**src/rtl/irq_cfg_pkg.sv**
```systemverilog
package irq_cfg_pkg;
  localparam int ADDR_W = 12;
  localparam int DATA_W = 32;
  localparam int RO_LO  = 12;
  localparam int RO_HI  = 14;

  localparam logic [ADDR_W-1:0] OFF_ID   = 12'h020;
  localparam logic [ADDR_W-1:0] OFF_VER  = 12'h030;
  localparam logic [ADDR_W-1:0] OFF_TPR  = 12'h080;
  localparam logic [ADDR_W-1:0] OFF_LDST = 12'h0D0;
  localparam logic [ADDR_W-1:0] OFF_DFMT = 12'h0E0;
  localparam logic [ADDR_W-1:0] OFF_SPUR = 12'h0F0;
  localparam logic [ADDR_W-1:0] OFF_ESTA = 12'h280;
  localparam logic [ADDR_W-1:0] OFF_LVT0 = 12'h320;
  localparam logic [ADDR_W-1:0] OFF_INIT = 12'h380;
  localparam logic [ADDR_W-1:0] OFF_CUR  = 12'h390;
  localparam logic [ADDR_W-1:0] OFF_DIV  = 12'h3E0;

  typedef enum logic [3:0] {
    SEL_NONE, SEL_ID, SEL_VER, SEL_TPR, SEL_LDST, SEL_DFMT,
    SEL_SPUR, SEL_ESTA, SEL_LVT, SEL_INIT, SEL_CUR, SEL_DIV
  } reg_sel_e;
endpackage

```
**src/rtl/irq_cfg_decode.sv**
```systemverilog
module irq_cfg_decode
  import irq_cfg_pkg::*;
#(
  parameter int LVT_N  = 6,
  localparam int LVT_IW = (LVT_N > 1) ? $clog2(LVT_N) : 1
) (
  input  logic [ADDR_W-4:0]  addr_hi,
  output reg_sel_e           sel,
  output logic [LVT_IW-1:0]  lvt_idx,
  output logic               hit
);
  logic [ADDR_W-1:0] off;
  assign off = {addr_hi, 3'b000};

  always_comb begin
    sel     = SEL_NONE;
    lvt_idx = '0;
    if (off[3] == 1'b0) begin
      if      (off == OFF_ID)   sel = SEL_ID;
      else if (off == OFF_VER)  sel = SEL_VER;
      else if (off == OFF_TPR)  sel = SEL_TPR;
      else if (off == OFF_LDST) sel = SEL_LDST;
      else if (off == OFF_DFMT) sel = SEL_DFMT;
      else if (off == OFF_SPUR) sel = SEL_SPUR;
      else if (off == OFF_ESTA) sel = SEL_ESTA;
      else if (off == OFF_INIT) sel = SEL_INIT;
      else if (off == OFF_CUR)  sel = SEL_CUR;
      else if (off == OFF_DIV)  sel = SEL_DIV;
      else if (off >= OFF_LVT0 && off < OFF_LVT0 + ADDR_W'(LVT_N * 16)) begin
        sel     = SEL_LVT;
        lvt_idx = LVT_IW'((off - OFF_LVT0) >> 4);
      end
    end
  end

  assign hit = (sel != SEL_NONE);

  // a decoded vector entry index never exceeds the entry count
  always_comb begin
    p_lvt_idx_range_r2: assert (sel != SEL_LVT || int'(lvt_idx) < LVT_N);
  end
endmodule

```
**src/rtl/irq_cfg_lvt_entry.sv**
```systemverilog
module irq_cfg_lvt_entry
  import irq_cfg_pkg::*;
#(
  parameter logic [DATA_W-1:0] RESET_VAL = 32'h0001_0000
) (
  input  logic              clk,
  input  logic              rst,
  input  logic              we,
  input  logic [DATA_W-1:0] wdata,
  input  logic              hw_lo,
  input  logic              hw_hi,
  output logic [DATA_W-1:0] q
);
  always_ff @(posedge clk) begin
    if (rst) begin
      q <= RESET_VAL;
    end else begin
      if (we) q <= wdata;
      q[RO_LO] <= hw_lo;
      q[RO_HI] <= hw_hi;
    end
  end

  p_ro_bits_r5: assert property (@(posedge clk) disable iff (rst)
    we |=> (q[RO_LO] == $past(hw_lo)) && (q[RO_HI] == $past(hw_hi)));
endmodule

```
**src/rtl/irq_cfg_err.sv**
```systemverilog
module irq_cfg_err #(
  parameter int ERR_W = 8
) (
  input  logic             clk,
  input  logic             rst,
  input  logic             wr,
  input  logic             rd,
  input  logic [ERR_W-1:0] report,
  output logic [ERR_W-1:0] stat
);
  logic armed;

  always_ff @(posedge clk) begin
    if (rst) begin
      armed <= 1'b0;
      stat  <= '0;
    end else begin
      if (wr && armed) begin
        stat  <= report;
        armed <= 1'b0;
      end else begin
        stat <= stat | report;
        if (wr)      armed <= 1'b1;
        else if (rd) armed <= 1'b0;
      end
    end
  end

  p_clear_when_armed_r7: assert property (@(posedge clk) disable iff (rst)
    (wr && armed) |=> (stat == $past(report)));
  p_first_write_keeps_r7: assert property (@(posedge clk) disable iff (rst)
    (wr && !armed) |=> (stat == ($past(stat) | $past(report))));
endmodule

```
**src/rtl/irq_cfg_regfile.sv**
```systemverilog
module irq_cfg_regfile
  import irq_cfg_pkg::*;
#(
  parameter int                LVT_N       = 6,
  parameter int                ERR_W       = 8,
  parameter logic [DATA_W-1:0] VERSION_VAL = 32'h0005_0014
) (
  input  logic                  clk,
  input  logic                  rst,
  input  logic                  req_valid,
  input  logic                  req_write,
  input  logic [ADDR_W-1:0]     req_addr,
  input  logic [DATA_W-1:0]     req_wdata,
  output logic                  rsp_valid,
  output logic [DATA_W-1:0]     rsp_rdata,
  output logic                  bus_err,
  input  logic [DATA_W-1:0]     cur_count_in,
  input  logic [2*LVT_N-1:0]    lvt_hw_status,
  input  logic [ERR_W-1:0]      err_report,
  output logic [7:0]            out_id,
  output logic [7:0]            out_task_prio,
  output logic [DATA_W-1:0]     out_logic_dest,
  output logic [DATA_W-1:0]     out_dest_fmt,
  output logic [DATA_W-1:0]     out_spur_vec,
  output logic                  out_sw_enable,
  output logic [DATA_W*LVT_N-1:0] out_lvt,
  output logic [DATA_W-1:0]     out_err_stat,
  output logic [DATA_W-1:0]     out_init_count,
  output logic [3:0]            out_div_cfg,
  output logic [2:0]            out_div_shift
);
  localparam int LVT_IW = (LVT_N > 1) ? $clog2(LVT_N) : 1;

  reg_sel_e          sel;
  logic [LVT_IW-1:0] lvt_idx;
  logic              hit;
  logic              unused_lo_bits;
  assign unused_lo_bits = ^req_addr[2:0];

  irq_cfg_decode #(.LVT_N(LVT_N)) u_decode (
    .addr_hi (req_addr[ADDR_W-1:3]),
    .sel     (sel),
    .lvt_idx (lvt_idx),
    .hit     (hit)
  );

  logic do_wr, do_rd;
  assign do_wr = req_valid && req_write && hit;
  assign do_rd = req_valid && !req_write;

  // vector table entries
  logic [DATA_W-1:0] lvt_q [LVT_N];
  for (genvar k = 0; k < LVT_N; k++) begin : g_lvt
    irq_cfg_lvt_entry u_entry (
      .clk   (clk),
      .rst   (rst),
      .we    (do_wr && sel == SEL_LVT && int'(lvt_idx) == k),
      .wdata (req_wdata),
      .hw_lo (lvt_hw_status[2*k]),
      .hw_hi (lvt_hw_status[2*k+1]),
      .q     (lvt_q[k])
    );
    assign out_lvt[DATA_W*k +: DATA_W] = lvt_q[k];
  end

  // error status
  logic [ERR_W-1:0] err_q;
  irq_cfg_err #(.ERR_W(ERR_W)) u_err (
    .clk    (clk),
    .rst    (rst),
    .wr     (do_wr && sel == SEL_ESTA),
    .rd     (req_valid && !req_write && hit && sel == SEL_ESTA),
    .report (err_report),
    .stat   (err_q)
  );
  assign out_err_stat = DATA_W'(err_q);

  // plain registers with per-register write rules
  always_ff @(posedge clk) begin
    if (rst) begin
      out_id         <= '0;
      out_task_prio  <= '0;
      out_logic_dest <= '0;
      out_dest_fmt   <= '1;
      out_spur_vec   <= 32'h0000_00FF;
      out_sw_enable  <= 1'b0;
      out_init_count <= '0;
      out_div_cfg    <= '0;
      out_div_shift  <= 3'd1;
    end else if (do_wr) begin
      case (sel)
        SEL_ID:   out_id         <= req_wdata[7:0];
        SEL_TPR:  out_task_prio  <= req_wdata[7:0];
        SEL_LDST: out_logic_dest <= {req_wdata[31:24], 24'h0};
        SEL_DFMT: out_dest_fmt   <= req_wdata | 32'h0FFF_FFFF;
        SEL_SPUR: begin
          out_spur_vec  <= req_wdata;
          out_sw_enable <= req_wdata[8];
        end
        SEL_INIT: out_init_count <= req_wdata;
        SEL_DIV: begin
          out_div_cfg   <= req_wdata[3:0] & 4'hB;
          out_div_shift <= {req_wdata[3], req_wdata[1:0]} + 3'd1;
        end
        default: ;
      endcase
    end
  end

  // read path
  logic [DATA_W-1:0] rd_mux;
  always_comb begin
    case (sel)
      SEL_ID:   rd_mux = DATA_W'(out_id);
      SEL_VER:  rd_mux = VERSION_VAL;
      SEL_TPR:  rd_mux = DATA_W'(out_task_prio);
      SEL_LDST: rd_mux = out_logic_dest;
      SEL_DFMT: rd_mux = out_dest_fmt;
      SEL_SPUR: rd_mux = out_spur_vec;
      SEL_ESTA: rd_mux = out_err_stat;
      SEL_LVT:  rd_mux = lvt_q[lvt_idx];
      SEL_INIT: rd_mux = out_init_count;
      SEL_CUR:  rd_mux = cur_count_in;
      SEL_DIV:  rd_mux = DATA_W'(out_div_cfg);
      default:  rd_mux = '0;
    endcase
  end

  always_ff @(posedge clk) begin
    if (rst) begin
      rsp_valid <= 1'b0;
      rsp_rdata <= '0;
      bus_err   <= 1'b0;
    end else begin
      rsp_valid <= do_rd;
      if (do_rd) rsp_rdata <= rd_mux;
      if (req_valid && !hit) bus_err <= 1'b1;
    end
  end

  p_rsp_after_read_r1: assert property (@(posedge clk) disable iff (rst)
    do_rd |=> rsp_valid);
  p_no_rsp_idle_r1: assert property (@(posedge clk) disable iff (rst)
    !do_rd |=> !rsp_valid);
  p_bad_flags_r9: assert property (@(posedge clk) disable iff (rst)
    (req_valid && !hit) |=> bus_err);
  p_err_sticky_r9: assert property (@(posedge clk) disable iff (rst)
    bus_err |=> bus_err);
  p_bad_no_change_r9: assert property (@(posedge clk) disable iff (rst)
    (req_valid && req_write && !hit) |=>
      $stable(out_task_prio) && $stable(out_init_count) && $stable(out_spur_vec));
  p_bad_read_zero_r9: assert property (@(posedge clk) disable iff (rst)
    (req_valid && !req_write && !hit) |=> (rsp_rdata == '0));
  p_sw_enable_r8: assert property (@(posedge clk) disable iff (rst)
    (do_wr && sel == SEL_SPUR) |=> (out_sw_enable == $past(req_wdata[8])));
  p_ldst_low_zero_r3: assert property (@(posedge clk) disable iff (rst)
    (do_wr && sel == SEL_LDST) |=> (out_logic_dest[23:0] == 24'h0));
endmodule

```
**config.mk**
```make
export PLATFORM = sky130hd
export DESIGN_NAME = irq_cfg_regfile
export DESIGN_NICKNAME = d
export VERILOG_FILES = /design/src/rtl/irq_cfg_pkg.sv /design/src/rtl/irq_cfg_decode.sv /design/src/rtl/irq_cfg_lvt_entry.sv /design/src/rtl/irq_cfg_err.sv /design/src/rtl/irq_cfg_regfile.sv
export SDC_FILE = /design/constraint.sdc
export NUM_CORES = 1
export LEC_CHECK = 0
export ABC_AREA = 1
export BUFFER_PORTS_ARGS = -buffer_cell sky130_fd_sc_hd__buf_2
export CAP_MARGIN = 40
export CORE_AREA = 2 2 200 202
export DETAILED_ROUTE_END_ITERATION = 16
export DIE_AREA = 0 0 202 204
export GPL_TIMING_DRIVEN = 0
export PLACE_DENSITY = 0.8
export SETUP_SLACK_MARGIN = 0.1
export SLEW_MARGIN = 20
export SYNTH_ARGS = -nofsm -noshare
export SYNTH_HDL_FRONTEND = slang
export SYNTH_SLANG_ARGS = --single-unit
```
**constraint.sdc**
```tcl
create_clock -name clk -period 2.4 [get_ports clk]
set_input_delay 0.36 -clock clk [delete_from_list [all_inputs] [get_ports clk]]
set_output_delay 0.36 -clock clk [all_outputs]
set_load 0.01 [all_outputs]
```
==> results.txt <==
- In this run the standard cell core region covers 39200 um2.
- Internal power contribution: 9690 uW
* Largest net degree at the start of global routing: 13
- Final critical delay including setup and external delays: 2320 ps
- Global routing used 41.7% of the available met1 tracks.
* Flops & latches, synth: 333
* H-tree levels: 2
- The startpoint identified for the worst register-to-register timing path is g_lvt[3].u_entry.q[2].
- The worst path uses 96.7% of the clock period.
- Synth Warn #: 0
- Distinct cell type count after synthesis: 34
* Startpoint-to-endpoint class of the critical path: in -> reg
* Fin Setup TNS: 0 ps
* Power density over the cells: 596 nW/um2
- Final routed wire length divided by cell count: 20.7 um
- Of all nets on the critical path, the largest fanout is 10.
* Critical Path, Cell by Cell: clkbuf_4 > inv_4 > ha_4 > nand3_1 > inv_1 > nand2_1 > inv_1 > clkbuf_2 > clkbuf_2 > a221oi_1 > nand3_1 > nand2_1 > a21oi_1
- Wire length of the first global-routing pass: 106 mm
* Placed Cells: 3470
- Met3 Use GR: 7.96%
- Summed over its instances, the top area cell type makes up 41.2% of the synthesized netlist area.
- Fmax achieved: 0.431 GHz
- Final setup violating endpoints: 0
- Sink Count: 333
* Worst reg2reg endpoint: rsp_rdata[2]
- VDD sags by at most 0.000367 V.
- 510 I/O pins were placed.
- The initialized floorplan defines 73 standard-cell rows.
- Across all setup checks in the final design, the least slack found is 78.5 ps.
- Residual DRC count: 0
- TritonCTS built the clock tree.
* Cell Count, Final, Fillers Out: 3564
- Maximum cell stage delay along the critical path: 430 ps
- By area the synthesized netlist is led by dfxtp_1 (41%), nand2_1 (14%), a21oi_1 (8.1%).
- Number of global-route vias before repair: 17.0k
- Setup repair after global routing could not meet its margin everywhere.
- The startpoint identified for the worst hold timing path is lvt_hw_status[11].
* Clock root buffer: clkbuf_16
- Die area: 41200 um2
* Busiest metal layer after global routing: met2
- The flow ran to the end, and the final reports show no timing, DRC or antenna violations.
* GRT Resource Usage Total: 34.0%
- For flop-to-flop paths, the worst setup slack is 920 ps.
- The routed design has 73.7 mm of wire.
- Via density per instance: 5.28
- ANT cells: 0
* Avg Synthesized Cell Area: 6.57 um2
* Proportion of power drawn by combinational gates: 6.0%
- Compared with the post-synthesis result, the final layout area differs by 31.6%.
- The worst setup path is captured at a flop.
- Leakage power total: 0.0105 uW
- Number of hold buffers added after cts: 0
- Starting density of the core: 41.3%
- Total overflow reported by the global router: 0
* Routability-driven placement congestion ratio: 0.971
- STA classifies the critical path startpoint as a primary input.
- For the pin with the worst max-slew slack, the measured transition is 930 ps.
* Die extent in y: 204 um
* Clock buffers created by TritonCTS: 39
- Share of post-route cells with drive strength above 1: 25.2%
* End point of the most critical hold path: g_lvt[5].u_entry.q[14]
* Number of endpoints with negative hold slack in the final report: 0
- Post-DP HPWL: 56.3 mm
* Number of antenna violations at the first check in global routing: 0
* Count of TritonRoute iterations in the first routing pass: 6
- CP Data Required Time: 2800 ps
* Met2 Resource Use GR: 55.1%
- The die is 202 um wide.
* Pre-CTS WS: -942 ps
- Number of antenna-violating nets in the routed design: 0
- For this design, the slowest cell found on the critical path is a221oi_1.
- Fin. max-slew vios: 0
* Layout Utilization: 54.4%
* Nets@finish: 3120
- Reported max-cap violation count: 0
- Slew Limit Headroom: 38.0%
- The routed layout has 18.8k vias.
- Clock-pin slew was measured on the worst setup and hold paths at 60 ps.
- Synthesized instance count: 2463
- Arrival time of the worst setup path: 2720 ps
- After synthesis the cells add up to 16200 um2.
- The first routing iteration left 1886 violations.
- On the final layout, the worst clock skew is 14.7 ps.
- Worst R2R Path Depth: 8
- Clock latency at the later pin of the worst-skew pair: 550 ps
* Hold/Removal Path Class: in -> reg
- The biggest area contributor in the post-synthesis netlist is dfxtp_1.
- Buffers added on ports: 402
- The clock network accounts for 50.2% of the total power.
- Net switching is 23.7% of the power.
* Hold Path Stages: 3
- The share of total power dissipated in sequential elements is 43.8%.
- Summed over all nets, the switching power comes to 3010 uW.
* Longest Clk Path Bufs: 3
- The share of the Yosys chip area taken by registers is 41.2%.
-- worst max-delay path, delay by kind of cell --
family	cells	cell delay [ps]
buffers and inverters	6	1060
AND/OR/NAND/NOR	4	620
adder cells (fa/ha/maj)	1	160
AO/OA/AOI/OAI	2	500
-- cell usage in the layout (no fill, tap or decap), types with 3 or more instances in the layout --
cell type	count
a21oi_1	253
a21oi_2	8
a221oi_1	4
buf_1	8
buf_2	425
buf_4	127
buf_6	19
buf_8	4
bufinv_16	4
clkbuf_1	77
clkbuf_16	41
clkbuf_2	25
clkbuf_4	11
clkbuf_8	13
clkinv_2	6
conb_1	77
dfxtp_1	333
ha_1	3
inv_1	202
inv_2	6
nand2_1	603
nand2_2	11
nand2_4	8
nand3_1	171
nand3_2	4
nand3_4	3
nand3b_1	3
nand4_1	37
nor2_1	324
nor2_2	7
nor2_4	11
nor3_1	6
o211ai_1	10
o21ai_0	132
o21ai_1	16
o21bai_1	3
o22ai_1	7
or2_2	19
-- sequential cells by signal, summed over array words and instances, names as in the netlist, 4 cells and up --
name	flops
g_lvt.u_entry.q	192
out_init_count	32
out_spur_vec	32
rsp_rdata	32
out_id	8
out_logic_dest	8
out_task_prio	8
u_err.stat	8
out_dest_fmt	4
-- power by group through the flow --
stage / Sequential, uW / Clock [uW] / Combinational, uW
floorplan: 5700 / 0 / 397
global placement: 5690 / 0 / 699
detailed placement: 5690 / 0 / 709
CTS: 5570 / 6380 / 722
global route: 5570 / 6590 / 805
finish: 5560 / 6370 / 763
-- per-layer routing --
layer,up-vias,wire [um]
li1,8769,-
met1,8598,28300
met2,1189,32800
met3,275,7920
met4,0,4730
met5,-,0
-- stage by stage --
stage               hold slack (ps)  instance area (um2)  total power [uW]
finish                         18.8                21300             12700
global route                   19.3                21300             13000
CTS                            6.70                20900             12700
detailed placement              451                19200              6400
global placement                446                19200              6390
floorplan                       444                16500              6100
-- cell usage after synthesis, drive strengths merged --
master and instances:
a22oi 2, a221oi 4, xor2 1, nor4 1, o22ai 7, buf 146
a21oi 261, nand2 623, ha 5, nand3b 3, o21bai 3, o21a 1
or2 19, clkbuf 116, nor2 342, inv 209, o21ai 149, o211ai 10
clkinv 1, dfxtp 333, nor3 10, nand3 178, nand4 37, conb 2
-- worst max path at each step --
stage | start | endpoint | slack (ps) | cells after the start
finish | req_addr[5] | rsp_rdata[2] | 80 | 13
global route | req_addr[5] | g_lvt[5].u_entry.q[30] | 50 | 19
CTS | req_addr[6] | g_lvt[2].u_entry.q[11] | 90 | 14
detailed placement | req_addr[6] | g_lvt[3].u_entry.q[31] | -940 | 14
global placement | req_addr[6] | rsp_rdata[21] | -1250 | 16
floorplan | req_addr[6] | g_lvt[1].u_entry.q[16] | 100 | 17
-- logic make-up after synthesis --
family                     Yosys count  share of synthesized area, %
xor gates and xnor gates             1                        0.0541
buffers and inverters              472                          13.4
adders and majority gates            5                         0.386
DFF                                333                          41.2
AOI/OAI and AO/OA                  437                          13.9
and+or+nand+nor                   1213                          31.0
other                                2                        0.0464
-- repair_timing --
item                       CTS  global route
cloned                       1             0
pin swaps                    5            25
setup buffers               11            15
resized for setup           75           136
setup endpoints to repair  306           288
-- final cells by class --
type	instances	area, um2
clock inverter	11	160
fill	3877	17900
multi-input combinational	1733	7900
sequential	333	6670
tap	525	657
buffer	262	1600
inverter	210	792
timing repair buffer	436	2330
clock buffer	54	1200
Note: power is estimated with default switching activity, not from simulation.
